$ cat config.mk
export PLATFORM = sky130hd
export DESIGN_NAME = scan_port_top
export DESIGN_NICKNAME = d
export VERILOG_FILES = /design/src/rtl/scan_port_pkg.sv /design/src/rtl/scan_port_fsm.sv /design/src/rtl/scan_port_ir.sv /design/src/rtl/scan_port_dr.sv /design/src/rtl/scan_port_top.sv
export SDC_FILE = /design/constraint.sdc
export NUM_CORES = 1
export LEC_CHECK = 0
export ABC_AREA = 1
export BUFFER_PORTS_ARGS = -buffer_cell sky130_fd_sc_hd__clkbuf_2
export CAP_MARGIN = 30
export CORE_MARGIN = 8
export CORE_UTILIZATION = 57
export CTS_CLUSTER_SIZE = 28
export DETAILED_ROUTE_END_ITERATION = 8
export GPL_TIMING_DRIVEN = 0
export PLACE_DENSITY = 0.84
export REMOVE_ABC_BUFFERS = 1
export SYNTH_ARGS = -nofsm -noshare
export SYNTH_HDL_FRONTEND = slang
export SYNTH_HIERARCHICAL = 1
export SYNTH_SLANG_ARGS = --single-unit
export TNS_END_PERCENT = 30
$ cat constraint.sdc
create_clock -name tck -period 3.3 [get_ports tck]
set_clock_uncertainty 0.05 [all_clocks]
set_input_delay 0.165 -clock tck [delete_from_list [all_inputs] [get_ports tck]]
set_output_delay 0.165 -clock tck [all_outputs]
set_load 0.02 [all_outputs]
$ cat src/rtl/scan_port_pkg.sv
package scan_port_pkg;

    typedef enum logic [3:0] {
        ST_RESET  = 4'd0,
        ST_IDLE   = 4'd1,
        ST_SEL_DR = 4'd2,
        ST_CAP_DR = 4'd3,
        ST_SH_DR  = 4'd4,
        ST_EX1_DR = 4'd5,
        ST_PAU_DR = 4'd6,
        ST_EX2_DR = 4'd7,
        ST_UPD_DR = 4'd8,
        ST_SEL_IR = 4'd9,
        ST_CAP_IR = 4'd10,
        ST_SH_IR  = 4'd11,
        ST_EX1_IR = 4'd12,
        ST_PAU_IR = 4'd13,
        ST_EX2_IR = 4'd14,
        ST_UPD_IR = 4'd15
    } tap_state_e;

    // Strobes for the external data-register hook
    typedef struct packed {
        logic capture;
        logic shift;
        logic update;
    } dr_ctl_t;

    function automatic tap_state_e tap_next(input tap_state_e s, input logic m);
        tap_state_e n;
        case (s)
            ST_RESET:  n = m ? ST_RESET  : ST_IDLE;
            ST_IDLE:   n = m ? ST_SEL_DR : ST_IDLE;
            ST_SEL_DR: n = m ? ST_SEL_IR : ST_CAP_DR;
            ST_CAP_DR: n = m ? ST_EX1_DR : ST_SH_DR;
            ST_SH_DR:  n = m ? ST_EX1_DR : ST_SH_DR;
            ST_EX1_DR: n = m ? ST_UPD_DR : ST_PAU_DR;
            ST_PAU_DR: n = m ? ST_EX2_DR : ST_PAU_DR;
            ST_EX2_DR: n = m ? ST_UPD_DR : ST_SH_DR;
            ST_UPD_DR: n = m ? ST_SEL_DR : ST_IDLE;
            ST_SEL_IR: n = m ? ST_RESET  : ST_CAP_IR;
            ST_CAP_IR: n = m ? ST_EX1_IR : ST_SH_IR;
            ST_SH_IR:  n = m ? ST_EX1_IR : ST_SH_IR;
            ST_EX1_IR: n = m ? ST_UPD_IR : ST_PAU_IR;
            ST_PAU_IR: n = m ? ST_EX2_IR : ST_PAU_IR;
            ST_EX2_IR: n = m ? ST_UPD_IR : ST_SH_IR;
            ST_UPD_IR: n = m ? ST_SEL_DR : ST_IDLE;
            default:   n = ST_RESET;
        endcase
        return n;
    endfunction

    function automatic logic is_shift(input tap_state_e s);
        return (s == ST_SH_DR) || (s == ST_SH_IR);
    endfunction

endpackage

$ cat src/rtl/scan_port_fsm.sv
module scan_port_fsm
    import scan_port_pkg::*;
(
    input  logic       tck,
    input  logic       trst_n,
    input  logic       tms,
    output tap_state_e state
);

    always_ff @(posedge tck or negedge trst_n) begin
        if (!trst_n) state <= ST_RESET;
        else         state <= tap_next(state, tms);
    end

    // Run length of consecutive high tms samples, saturating at five
    logic [2:0] ones_run;
    always_ff @(posedge tck or negedge trst_n) begin
        if (!trst_n)               ones_run <= 3'd0;
        else if (!tms)             ones_run <= 3'd0;
        else if (ones_run != 3'd5) ones_run <= ones_run + 3'd1;
    end

    p_five_high_r2: assert property (@(posedge tck) disable iff (!trst_n)
        (ones_run == 3'd5) |-> (state == ST_RESET));
    p_hold_reset_r2: assert property (@(posedge tck) disable iff (!trst_n)
        (state == ST_RESET && tms) |=> (state == ST_RESET));
    p_idle_stay_r1: assert property (@(posedge tck) disable iff (!trst_n)
        (state == ST_IDLE && !tms) |=> (state == ST_IDLE));
    p_exit2_resume_r1: assert property (@(posedge tck) disable iff (!trst_n)
        (state == ST_EX2_IR && !tms) |=> (state == ST_SH_IR));

endmodule

$ cat src/rtl/scan_port_ir.sv
module scan_port_ir
    import scan_port_pkg::*;
#(
    parameter int IR_W = 4,
    parameter logic [IR_W-1:0] CAP_PAT = IR_W'(1)
) (
    input  logic            tck,
    input  logic            trst_n,
    input  logic            tdi,
    input  tap_state_e      state,
    output logic [IR_W-1:0] ir_cur,
    output logic            ir_lsb
);

    localparam logic [IR_W-1:0] BYP_CODE = {IR_W{1'b1}};

    logic [IR_W-1:0] ir_sh;

    // Shift stage: capture pattern, then LSB-first shift toward tdo
    always_ff @(posedge tck or negedge trst_n) begin
        if (!trst_n) begin
            ir_sh <= CAP_PAT;
        end else begin
            case (state)
                ST_CAP_IR: ir_sh <= CAP_PAT;
                ST_SH_IR:  ir_sh <= {tdi, ir_sh[IR_W-1:1]};
                default:   ir_sh <= ir_sh;
            endcase
        end
    end

    // Parallel latch: loads on leaving Update-IR, forced to bypass in Reset
    always_ff @(posedge tck or negedge trst_n) begin
        if (!trst_n)                 ir_cur <= BYP_CODE;
        else if (state == ST_RESET)  ir_cur <= BYP_CODE;
        else if (state == ST_UPD_IR) ir_cur <= ir_sh;
    end

    assign ir_lsb = ir_sh[0];

    p_capture_pattern_r4: assert property (@(posedge tck) disable iff (!trst_n)
        (state == ST_CAP_IR) |=> (ir_sh == CAP_PAT));
    p_pause_frozen_r4: assert property (@(posedge tck) disable iff (!trst_n)
        (state == ST_PAU_IR) |=> $stable(ir_sh));
    p_latch_hold_r5: assert property (@(posedge tck) disable iff (!trst_n)
        (state != ST_UPD_IR && state != ST_RESET) |=> $stable(ir_cur));
    p_reset_bypass_r5: assert property (@(posedge tck) disable iff (!trst_n)
        (state == ST_RESET) |=> (ir_cur == BYP_CODE));

endmodule

$ cat src/rtl/scan_port_dr.sv
module scan_port_dr
    import scan_port_pkg::*;
#(
    parameter int IR_W = 4,
    parameter logic [IR_W-1:0] EXT_CODE = IR_W'(2)
) (
    input  logic            tck,
    input  logic            trst_n,
    input  logic            tdi,
    input  tap_state_e      state,
    input  logic [IR_W-1:0] ir_cur,
    input  logic            ir_lsb,
    input  logic            ext_tdo,
    output logic            ext_sel,
    output dr_ctl_t         ext_ctl,
    output logic            tdo,
    output logic            tdo_oe
);

    logic byp;
    logic dr_lsb;
    logic tdo_d;

    assign ext_sel = (ir_cur == EXT_CODE);

    always_comb begin
        ext_ctl         = '0;
        ext_ctl.capture = ext_sel && (state == ST_CAP_DR);
        ext_ctl.shift   = ext_sel && (state == ST_SH_DR);
        ext_ctl.update  = ext_sel && (state == ST_UPD_DR);
    end

    // One-cell bypass register
    always_ff @(posedge tck or negedge trst_n) begin
        if (!trst_n)                            byp <= 1'b0;
        else if (!ext_sel && state == ST_CAP_DR) byp <= 1'b0;
        else if (!ext_sel && state == ST_SH_DR)  byp <= tdi;
    end

    assign dr_lsb = ext_sel ? ext_tdo : byp;

    always_comb begin
        case (state)
            ST_SH_DR: tdo_d = dr_lsb;
            ST_SH_IR: tdo_d = ir_lsb;
            default:  tdo_d = 1'b0;
        endcase
    end

    // Output stage on the falling test clock
    always_ff @(negedge tck or negedge trst_n) begin
        if (!trst_n) begin
            tdo    <= 1'b0;
            tdo_oe <= 1'b0;
        end else begin
            tdo    <= tdo_d;
            tdo_oe <= is_shift(state);
        end
    end

    p_bypass_capture_r6: assert property (@(posedge tck) disable iff (!trst_n)
        (state == ST_CAP_DR && !ext_sel) |=> (byp == 1'b0));
    p_strobe_exclusive_r7: assert property (@(posedge tck) disable iff (!trst_n)
        $onehot0({ext_ctl.capture, ext_ctl.shift, ext_ctl.update}));
    p_tdo_gate_r8: assert property (@(posedge tck) disable iff (!trst_n)
        !is_shift(state) |-> (!tdo_oe && !tdo));
    p_tdo_enable_r8: assert property (@(posedge tck) disable iff (!trst_n)
        is_shift(state) |-> tdo_oe);

endmodule

$ cat src/rtl/scan_port_top.sv
module scan_port_top
    import scan_port_pkg::*;
#(
    parameter int IR_W = 4,
    parameter logic [IR_W-1:0] CAP_PAT  = IR_W'(1),
    parameter logic [IR_W-1:0] EXT_CODE = IR_W'(2)
) (
    input  logic            tck,
    input  logic            trst_n,
    input  logic            tms,
    input  logic            tdi,
    output logic            tdo,
    output logic            tdo_oe,
    input  logic            ext_tdo,
    output logic            ext_sel,
    output logic            ext_capture,
    output logic            ext_shift,
    output logic            ext_update,
    output logic [3:0]      tap_state,
    output logic [IR_W-1:0] instr
);

    tap_state_e      st;
    logic [IR_W-1:0] ir_cur;
    logic            ir_lsb;
    dr_ctl_t         ctl;

    scan_port_fsm u_fsm (
        .tck    (tck),
        .trst_n (trst_n),
        .tms    (tms),
        .state  (st)
    );

    scan_port_ir #(.IR_W(IR_W), .CAP_PAT(CAP_PAT)) u_ir (
        .tck    (tck),
        .trst_n (trst_n),
        .tdi    (tdi),
        .state  (st),
        .ir_cur (ir_cur),
        .ir_lsb (ir_lsb)
    );

    scan_port_dr #(.IR_W(IR_W), .EXT_CODE(EXT_CODE)) u_dr (
        .tck     (tck),
        .trst_n  (trst_n),
        .tdi     (tdi),
        .state   (st),
        .ir_cur  (ir_cur),
        .ir_lsb  (ir_lsb),
        .ext_tdo (ext_tdo),
        .ext_sel (ext_sel),
        .ext_ctl (ctl),
        .tdo     (tdo),
        .tdo_oe  (tdo_oe)
    );

    assign ext_capture = ctl.capture;
    assign ext_shift   = ctl.shift;
    assign ext_update  = ctl.update;
    assign tap_state   = st;
    assign instr       = ir_cur;

endmodule

==> results.cfg <==
[status]
status = finished, final reports clean

[clock_tree]
ctsResizeCount = 0
postCtsSetupRepairBufs = 0
cts_buffer_depth = 2
clkTransAtPathRegs_ps = 90
cts_buffers = 3
cts-root-buf = clkbuf_4
cts_tree = built
htree_levels = 1
cts_sinks = 15
clk_latency_ps = 280

[logic_synthesis]
synth_xor_area_share_pct = 0
synth_compound_area_share_pct = 4.21
synth_area_leaders = nand2_1 22%, dfrtp_1 20%, dfstp_2 13%, nand3_1 8.2%, inv_1 7.3%
muxShareOfSynthArea_pct = 0
syn_avg_cell_area_um2 = 6.40
synth_ff_type = dfrtp_1
synth_top_family_by_area = simple AND/OR/NAND/NOR gates
ys_seq_area_share_pct = 39.0
synth_cell_types = 18
synth-seq-cells = 15
yosys_warnings = 6
synthSimpleGateAreaFrac_pct = 48.0
synth_area_um2 = 980
synth_area_leader_cell = nand2_1
synth_fa_ha_area_share_pct = 0
synth_edf_count = 0
synth_cells = 153
synth-async-reset-ratio_pct = 100
yosys.area.top_type_share_pct = 21.8

[placement]
place_congestion = 0.962
placed_area_um2 = 1090
place_hpwl_mm = 1.72
port_buffers = 18

[global_route]
antenna_found_initial = 0
grt_pass1_wl_mm = 3.87
grt_usage_pct = 14.4
grt_pass1_vias = 921
overflow = 0
grt_max_degree = 16

[detailed_routing]
first_pass_iters = 4
dr_wl_met3_um = 171
drt-met1-wl_um = 946
wl_per_cell_um = 11.8
routed_wl_mm = 2.28
vias = 1022
via_per_inst = 5.30
wl_met2_mm = 1.15
antenna_left = 0
drt_iter0_drc = 58
drc_errors = 0
top_layer = met4

[power]
p_leak_nw = 0.649
switchingPower_mw = 0.474
p_total_mw = 0.943
ir_drop_mv = 0.528
internal_power_mw = 0.468
power_density_nw_per_um2 = 835
combPwrFrac_pct = 49.2
sequentialPowerShare_pct = 39.5
swShare_pct = 50.3
pwr-share-clk_pct = 11.2

[worst_setup_path]
r2r-start = u_fsm/state[3]
reg2reg_slack_ps = 380
worst_setup_path_start_kind = flop
required_ps = 1730
rr_worst_depth = 5
critical_path_class = flop to flop
arrival_ps = 1350
worst_r2r_endpoint = u_dr/tdo
crit_path_start = u_fsm/state[3]
endpoint = u_dr/tdo
cp_max_fo = 12
cp-end-kind = flop

[hold_path]
hp-start = tdi
hp-class = primary input to flop

[timing]
relSlewSlack_pct = 68.4
rsz0062_at_grt = no
tightestPinTransition_ps = 475
maxSlewViolCount = 0
final_hold_viol_count = 0
setup_tns_ps = 0
setup_viol = 0

[final_layout]
fillers = 153
finalNetCount = 182
fin_area_um2 = 1130
multi_input_area_um2 = 512
antenna_cells = 0
seq_area_um2 = 382
final_common_cell = nand2_1
final_cell_mix = 57 x nand2_1, 19 x inv_1, 19 x nor2_1, 18 x clkbuf_2, 16 x nand3_1
syn_to_final_growth_pct = 15.2
drive_above_1_share_pct = 25.0

[die]
io_pins = 19
die_area_um2 = 3300
die_x_um = 57.5
die_h_um = 57.5
num_rows = 15
core_area_um2 = 1670
start_util_pct = 58.7

[flow_run]
drv_cap = 0
-- cell type report --
class	count	area share, %
Clock buffer	3	2.00
Clock inverter	1	0.443
Inverter	23	7.65
Multi-Input combinational cell	115	45.3
Sequential cell	15	33.8
Tap cell	17	1.88
Timing Repair Buffer	19	8.87
-- critical path, stage by stage (launching register included) --
cell and delay (ps):
dfrtp_1 610, inv_1 160, nand2_2 110, nor2_4 60
nand3_1 60, nand3_1 70
-- what timing repair did --
action,4_1_cts,5_1_grt
hold buffers,1,0
endpoints found under the setup margin,0,0
endpoints found under the hold margin,8,0
-- state kept, by name, indices dropped and copies added, names as in the netlist --
name and count:
u_ir/ir_sh 4, u_dr/byp 1, u_dr/tdo_oe 1, u_ir/ir_cur 4, u_fsm/state 4, u_dr/tdo 1
-- routing by layer --
layer  GRT usage, %  vias to the layer above
li1               -                      516
met1           17.0                      464
met2           24.3                       38
met3           4.26                        4
met4           4.29                        0
met5              0                        -
-- synthesized netlist by cell type (2+ instances only) --
cell type and n:
nand2_2 8, nand3_1 16, inv_1 19, nand4_1 3, o21ai_1 2, nand2_1 57, dfrtp_1 8, dfstp_2 5
nor2_2 3, a21oi_1 2, dfrtn_1 2, inv_2 4, nor2_1 19
-- through the flow --
stage | util, % | setup slack [ps] | hold WS [ps] | cells
global placement | 65.3 | 417 | 38.6 | 188
floorplan | - | 388 | -181 | 153
CTS | 67.6 | 364 | 67.2 | 193
detailed placement | 65.3 | 381 | 44.3 | 188
finish | 67.6 | 380 | 63.5 | 193
global route | 67.6 | 276 | 81.5 | 193
-- worst min path at each step --
stage,cells after the start,end
final,3,u_ir/ir_sh[3]
after global routing,3,u_ir/ir_sh[3]
after CTS,3,u_ir/ir_sh[3]
after detailed placement,1,u_dr/byp
after global placement,1,u_dr/byp
after floorplan,0,u_dr/byp
-- kinds of logic after synthesis --
logic type,after synthesis
DFF,15
buffers and inverters,23
AOI/OAI and AO/OA,7
and+or+nand+nor,108
-- power groups by stage --
stage | combinational [mW] | clock, mW | sequential, mW
4_1_cts | 0.463 | 0.110 | 0.373
5_1_grt | 0.523 | 0.120 | 0.390
3_3_place_gp | 0.443 | 0 | 0.372
2_1_floorplan | 0.306 | 0 | 0.403
6_report | 0.464 | 0.106 | 0.373
3_5_place_dp | 0.458 | 0 | 0.377
(Power assumes the default switching activity.)
